<file path="config.mk">
export PLATFORM = sky130hd
export DESIGN_NAME = haltctl_reg
export DESIGN_NICKNAME = d
export VERILOG_FILES = /design/src/rtl/haltctl_pkg.sv /design/src/rtl/haltctl_ctrl.sv /design/src/rtl/haltctl_sticky.sv /design/src/rtl/haltctl_data.sv /design/src/rtl/haltctl_reg.sv
export SDC_FILE = /design/constraint.sdc
export NUM_CORES = 1
export LEC_CHECK = 0
export ABC_AREA = 1
export BUFFER_PORTS_ARGS = -buffer_cell sky130_fd_sc_hd__buf_2
export CORE_UTILIZATION = 35
export DETAILED_ROUTE_END_ITERATION = 10
export HOLD_SLACK_MARGIN = 0.08
export PLACE_DENSITY_LB_ADDON = 0.12
export SETUP_SLACK_MARGIN = 0.4
export SLEW_MARGIN = 40
export SYNTH_ARGS = -nofsm -noshare
export SYNTH_HDL_FRONTEND = slang
export SYNTH_SLANG_ARGS = --single-unit
</file>
<file path="constraint.sdc">
create_clock -name clk -period 1.17 [get_ports clk]
set_input_delay 0.1755 -clock clk [delete_from_list [all_inputs] [get_ports clk]]
set_output_delay 0.1755 -clock clk [all_outputs]
set_load 0.1 [all_outputs]
</file>
<file path="src/rtl/haltctl_pkg.sv">
package haltctl_pkg;

  localparam int REG_W = 32;
  localparam int KEY_W = 16;
  localparam int KEY_LSB = REG_W - KEY_W;
  localparam logic [KEY_W-1:0] UNLOCK_KEY = 16'hA05F;

  // control bit positions (read and write)
  localparam int POS_DBGEN = 0;
  localparam int POS_HALT  = 1;
  localparam int POS_STEP  = 2;
  localparam int POS_MASK  = 3;
  localparam int POS_SNAP  = 5;

  // status bit positions (read only)
  localparam int POS_REGRDY = 16;
  localparam int POS_HALTED = 17;
  localparam int POS_SLEEP  = 18;
  localparam int POS_LOCKUP = 19;
  localparam int POS_RETIRE = 24;
  localparam int POS_RSTSEEN = 25;

  // sticky flag indices
  localparam int NFLAG = 2;
  localparam int FLG_RETIRE = 0;
  localparam int FLG_RSTSEEN = 1;
  localparam logic [NFLAG-1:0] FLAG_RST_VAL = 2'b10;

  localparam logic [REG_W-1:0] USED_MASK =
      (REG_W'(1) << POS_DBGEN) | (REG_W'(1) << POS_HALT) | (REG_W'(1) << POS_STEP) |
      (REG_W'(1) << POS_MASK) | (REG_W'(1) << POS_SNAP) | (REG_W'(1) << POS_REGRDY) |
      (REG_W'(1) << POS_HALTED) | (REG_W'(1) << POS_SLEEP) | (REG_W'(1) << POS_LOCKUP) |
      (REG_W'(1) << POS_RETIRE) | (REG_W'(1) << POS_RSTSEEN);
  localparam logic [REG_W-1:0] RSVD_MASK = ~USED_MASK;

  typedef struct packed {
    logic snapStall;
    logic maskInts;
    logic step;
    logic halt;
    logic debugEn;
  } ctrl_t;

  typedef struct packed {
    logic ctrlLoad;  // keyed write accepted
    logic rdClear;   // selected read: clear sticky flags
    logic rdDrive;   // place view on read data
  } strobe_t;

endpackage

</file>
<file path="src/rtl/haltctl_ctrl.sv">
module haltctl_ctrl
  import haltctl_pkg::*;
(
  input  logic             sel,
  input  logic             wrEn,
  input  logic             rdEn,
  input  logic [KEY_W-1:0] keyField,
  output strobe_t          stb
);

  logic keyMatch;

  always_comb begin
    keyMatch     = (keyField == UNLOCK_KEY);
    stb.ctrlLoad = sel && wrEn && keyMatch;
    stb.rdClear  = sel && rdEn;
    stb.rdDrive  = sel && rdEn;
  end

endmodule

</file>
<file path="src/rtl/haltctl_sticky.sv">
module haltctl_sticky #(
  parameter logic RST_VAL = 1'b0
) (
  input  logic clk,
  input  logic rstN,
  input  logic setEv,
  input  logic clr,
  output logic flagQ
);

  // set has priority over clear: an event landing with a read is kept
  always_ff @(posedge clk or negedge rstN) begin
    if (!rstN)      flagQ <= RST_VAL;
    else if (setEv) flagQ <= 1'b1;
    else if (clr)   flagQ <= 1'b0;
  end

endmodule

</file>
<file path="src/rtl/haltctl_data.sv">
module haltctl_data
  import haltctl_pkg::*;
(
  input  logic             clk,
  input  logic             rstN,
  input  strobe_t          stb,
  input  ctrl_t            wrCtrl,
  input  logic             coreInReset,
  input  logic             coreRetired,
  input  logic             coreHalted,
  input  logic             coreSleeping,
  input  logic             coreLockup,
  input  logic             coreRegReady,
  output logic [REG_W-1:0] rdData,
  output ctrl_t            ctrlQ
);

  logic [NFLAG-1:0] flagSet;
  logic [NFLAG-1:0] flagQ;
  logic [REG_W-1:0] view;

  always_ff @(posedge clk or negedge rstN) begin
    if (!rstN)             ctrlQ <= '0;
    else if (stb.ctrlLoad) ctrlQ <= wrCtrl;
  end

  always_comb begin
    flagSet = '0;
    flagSet[FLG_RETIRE]  = coreRetired;
    flagSet[FLG_RSTSEEN] = coreInReset;
  end

  for (genvar g = 0; g < NFLAG; g++) begin : gFlag
    haltctl_sticky #(.RST_VAL(FLAG_RST_VAL[g])) uFlag (
      .clk   (clk),
      .rstN  (rstN),
      .setEv (flagSet[g]),
      .clr   (stb.rdClear),
      .flagQ (flagQ[g])
    );
  end

  always_comb begin
    view = '0;
    view[POS_DBGEN]   = ctrlQ.debugEn;
    view[POS_HALT]    = ctrlQ.halt;
    view[POS_STEP]    = ctrlQ.step;
    view[POS_MASK]    = ctrlQ.maskInts;
    view[POS_SNAP]    = ctrlQ.snapStall;
    view[POS_REGRDY]  = coreRegReady;
    view[POS_HALTED]  = coreHalted;
    view[POS_SLEEP]   = coreSleeping;
    view[POS_LOCKUP]  = coreLockup && !coreHalted;
    view[POS_RETIRE]  = flagQ[FLG_RETIRE];
    view[POS_RSTSEEN] = flagQ[FLG_RSTSEEN];
    rdData = stb.rdDrive ? view : '0;
  end

endmodule

</file>
<file path="src/rtl/haltctl_reg.sv">
module haltctl_reg
  import haltctl_pkg::*;
(
  input  logic             clk,
  input  logic             rstN,
  input  logic             sel,
  input  logic             wrEn,
  input  logic [REG_W-1:0] wrData,
  input  logic             rdEn,
  output logic [REG_W-1:0] rdData,
  input  logic             coreInReset,
  input  logic             coreRetired,
  input  logic             coreHalted,
  input  logic             coreSleeping,
  input  logic             coreLockup,
  input  logic             coreRegReady,
  output logic             haltReq,
  output logic             stepReq,
  output logic             debugEn,
  output logic             maskInts,
  output logic             snapStall
);

  strobe_t stb;
  ctrl_t   wrCtrl;
  ctrl_t   ctrlQ;
  logic    unusedWrBits;

  always_comb begin
    wrCtrl.debugEn   = wrData[POS_DBGEN];
    wrCtrl.halt      = wrData[POS_HALT];
    wrCtrl.step      = wrData[POS_STEP];
    wrCtrl.maskInts  = wrData[POS_MASK];
    wrCtrl.snapStall = wrData[POS_SNAP];
  end

  // reserved write positions are dropped
  assign unusedWrBits = ^{wrData[KEY_LSB-1:POS_SNAP+1], wrData[POS_SNAP-1]};

  haltctl_ctrl uCtrl (
    .sel      (sel),
    .wrEn     (wrEn),
    .rdEn     (rdEn),
    .keyField (wrData[REG_W-1:KEY_LSB]),
    .stb      (stb)
  );

  haltctl_data uData (
    .clk          (clk),
    .rstN         (rstN),
    .stb          (stb),
    .wrCtrl       (wrCtrl),
    .coreInReset  (coreInReset),
    .coreRetired  (coreRetired),
    .coreHalted   (coreHalted),
    .coreSleeping (coreSleeping),
    .coreLockup   (coreLockup),
    .coreRegReady (coreRegReady),
    .rdData       (rdData),
    .ctrlQ        (ctrlQ)
  );

  always_comb begin
    debugEn   = ctrlQ.debugEn;
    maskInts  = ctrlQ.maskInts;
    snapStall = ctrlQ.snapStall;
    haltReq   = ctrlQ.halt && ctrlQ.debugEn;
    stepReq   = ctrlQ.step && ctrlQ.debugEn;
  end

endmodule

</file>
==> impl_results.md <==
* H-tree depth at 1
* Largest net degree at the start of global routing at 8
* Boundary Pins at 80
* Wire per inst at 10.65 um
* Vias at 745
* Num CTS Buffers at 3
* N_diodes at 0
* Initial Util at 37.92%
* Status: finished, violations left
* DRT antenna net count at 0
* Sequential area share after synthesis at 26.65%
* Critical path class: reg2out
* Worst setup margin at -99.74 ps
* Register-to-Register Path Depth at 3
* Post-synthesis cell area at 661.9 sq um
* Layout cell share with drive strength beyond 1 at 66.01%
* Via/cell ratio at 4.185
* Number of fillers in the final layout at 115
* Largest cells by area after synthesis: buf_4 (24%), dfrtp_1 (23%), nand2_1 (11%)
* Synthesized flop and latch total at 7
* Share of the synthesized area in the top cell type at 23.82%
* Initial antenna violation count at 0
* Max Slew Vio Count at 0
* Routability cong. at 0.6456
* # rows at 15
* WP data arrival at 1090 ps
* Simple-gate share of the synthesized area at 35.16%
* Post-Route WL at 1895 um
* Initial DRC Count at 12
* Unique masters post-synth at 15
* Residual DRC count at 0
* Crit path required time at 990 ps
* Clock slew at reported path FFs at 60 ps
* Nets at 197
* Tot GR Track Use at 16.72%
* Max Clk Rate at 787.6 MHz
* Biggest area consumer among synthesized cells: buf_4
* Hold Path Origin: coreRetired
* Core Util, Final at 82.15%
* Syn_area_per_cell at 6.824 sq um
* Worst-skew pair later-pin latency at 240 ps
* Leakage at 0.7383 nW
* Router iterations before antenna repair at 4
* Clock Tree Buf Depth at 2
* R2R Path End: uData.ctrlQ[0]
* Sink Count at 7
* First-pass GRT wire length at 2477 um
* Hold depth at 2
* Area of the multi-input gates at 500.5 sq um
* Hold Path Sink: uData.gFlag[0].uFlag.flagQ
* Worst vdd ir at 783.8 uV
* Crit Path Max Fanout at 2
* Die area at 2069 sq um
* Xor/xnor share of the synthesized area at 0%
* DIE WIDTH at 45.49 um
* Port-buffer cells at 47
* Final hold vios at 0
* Area Overhead vs Synth at 116.6%
* Vias in the first global route at 630
* Most common cell after layout, fill and taps aside: buf_2
* Die Y at 45.49 um
* Cells after Synth at 97
* Post-Synth Adder-Cell Area at 0%
* Main combinational cell family by area after synthesis: buffers and inverters
* Post-place setup slack at 141.5 ps
* HPWL Detailed at 1292 um
* Reg2reg setup slack at 280 ps
* RSZ-0062 raised after global routing: true
* YS warnings at 0
* CTS tree: built
* Setup Skew at 0 ps
* Most frequent cells in the layout: buf_2 (25), conb_1 (21), buf_12 (19)
* Min Clock Period, post-route at 1270 ps
* Final period utilization at 108.5%
* Worst Hold Class: in2reg
* Post-synthesis compound-gate area fraction at 2.268%
* Mux share of post-synthesis cell area at 0%
* Clock root cell: clkbuf_4
* Worst R2R Start: uData.ctrlQ[0]
* Critical path launch point type: flop
* Finish-stage setup viols at 9
* GRT overflow at 0
* Register cell area after layout at 187.7 sq um
* Setup crit end kind: primary output
* Power per cell area at 739.4 nW/um^2
* MaxCap Viol Count at 0
* Failing checks: setup timing
* Core Box Area at 1745 sq um
-- cells in the mapped netlist --
cell and count:
conb_1 1, nand3_4 1, nand2_1 20, dfstp_2 1, nor2_2 2, inv_1 19
nand2_2 2, nor2_8 1, dfrtp_1 6, nand4_1 5, o21bai_1 2, nor2_4 1
buf_4 21, buf_2 1, nor2_1 14
-- through the flow --
step	instances	hold WS, ps	cell area, sq um	TNS [ps]	total power [mW]
2_1_floorplan	117	-120.1	913.4	-823.9	0.7482
5_1_grt	178	142.4	1434	-783.0	1.096
4_1_cts	176	130.9	1368	-573.4	1.042
6_report	178	129.3	1434	-544.1	1.060
3_5_place_dp	167	13.01	1242	0	0.7990
3_3_place_gp	167	12.26	1242	0	0.7935
-- logic make-up (layout without fill, tap and decap cells) --
logic type,count (synthesis),count (layout)
buffers and inverters,41,76
AOI/OAI and AO/OA,2,2
DFF,7,7
other,1,21
and+or+nand+nor,46,47
-- final cells by class --
class,count,share of cell area (%)
repair buffers,53,41.19
well taps,25,2.181
inverters,19,6.806
flip-flops and latches,7,13.09
clock buffers,4,1.832
multi-input cells,70,34.90
-- repair_timing --
| item | in CTS | in global routing |
|---|---|---|
| hold endpoints to repair | 7 | 0 |
| hold buffers | 1 | 0 |
| setup endpoints to repair | 18 | 23 |
| buffers inserted | 3 | 2 |
| pin swaps | 5 | 11 |
| resized for setup | 14 | 13 |
| gates cloned | 1 | 0 |
-- how the worst max path moves through the flow --
stage / startpoint / to / slack [ps] / depth (start not counted)
after global routing: uData.ctrlQ[0] / stepReq / -130 / 3
after detailed placement: uData.ctrlQ[0] / haltReq / 140 / 3
after floorplan: uData.ctrlQ[0] / rdData[0] / -180 / 2
after CTS: uData.ctrlQ[0] / haltReq / -110 / 3
final: uData.gFlag[1].uFlag.flagQ / rdData[25] / -100 / 3
after global placement: uData.ctrlQ[0] / stepReq / 140 / 3
-- worst max-delay path, cell delays in order (launching register included) --
cell and delay (ps):
dfstp_2 530, inv_2 50, nor2_4 90, buf_12 180
-- metal layers --
layer / track usage [%] / wire length [um] / part of all wire, %
met4: 7.273 / 21 / 1.1
met3: 1.984 / 142 / 7.5
met1: 17.49 / 679 / 36
met5: 0 / 0 / 0
met2: 32.57 / 1052 / 56
-- report_power, final --
part	switching, mW	leakage (nW)	total [mW]	internal, mW
logic	0.459	0.639	0.591	0.132
clock network	0.0883	0.0150	0.218	0.130
registers	0.00242	0.0844	0.251	0.248
total	0.550	0.738	1.06	0.510
-- sequential cells by signal, summed over array words and instances (netlist names) --
register / cells
uData.gFlag.uFlag.flagQ: 2
uData.ctrlQ: 5
Note: power is estimated with default switching activity, not from simulation.
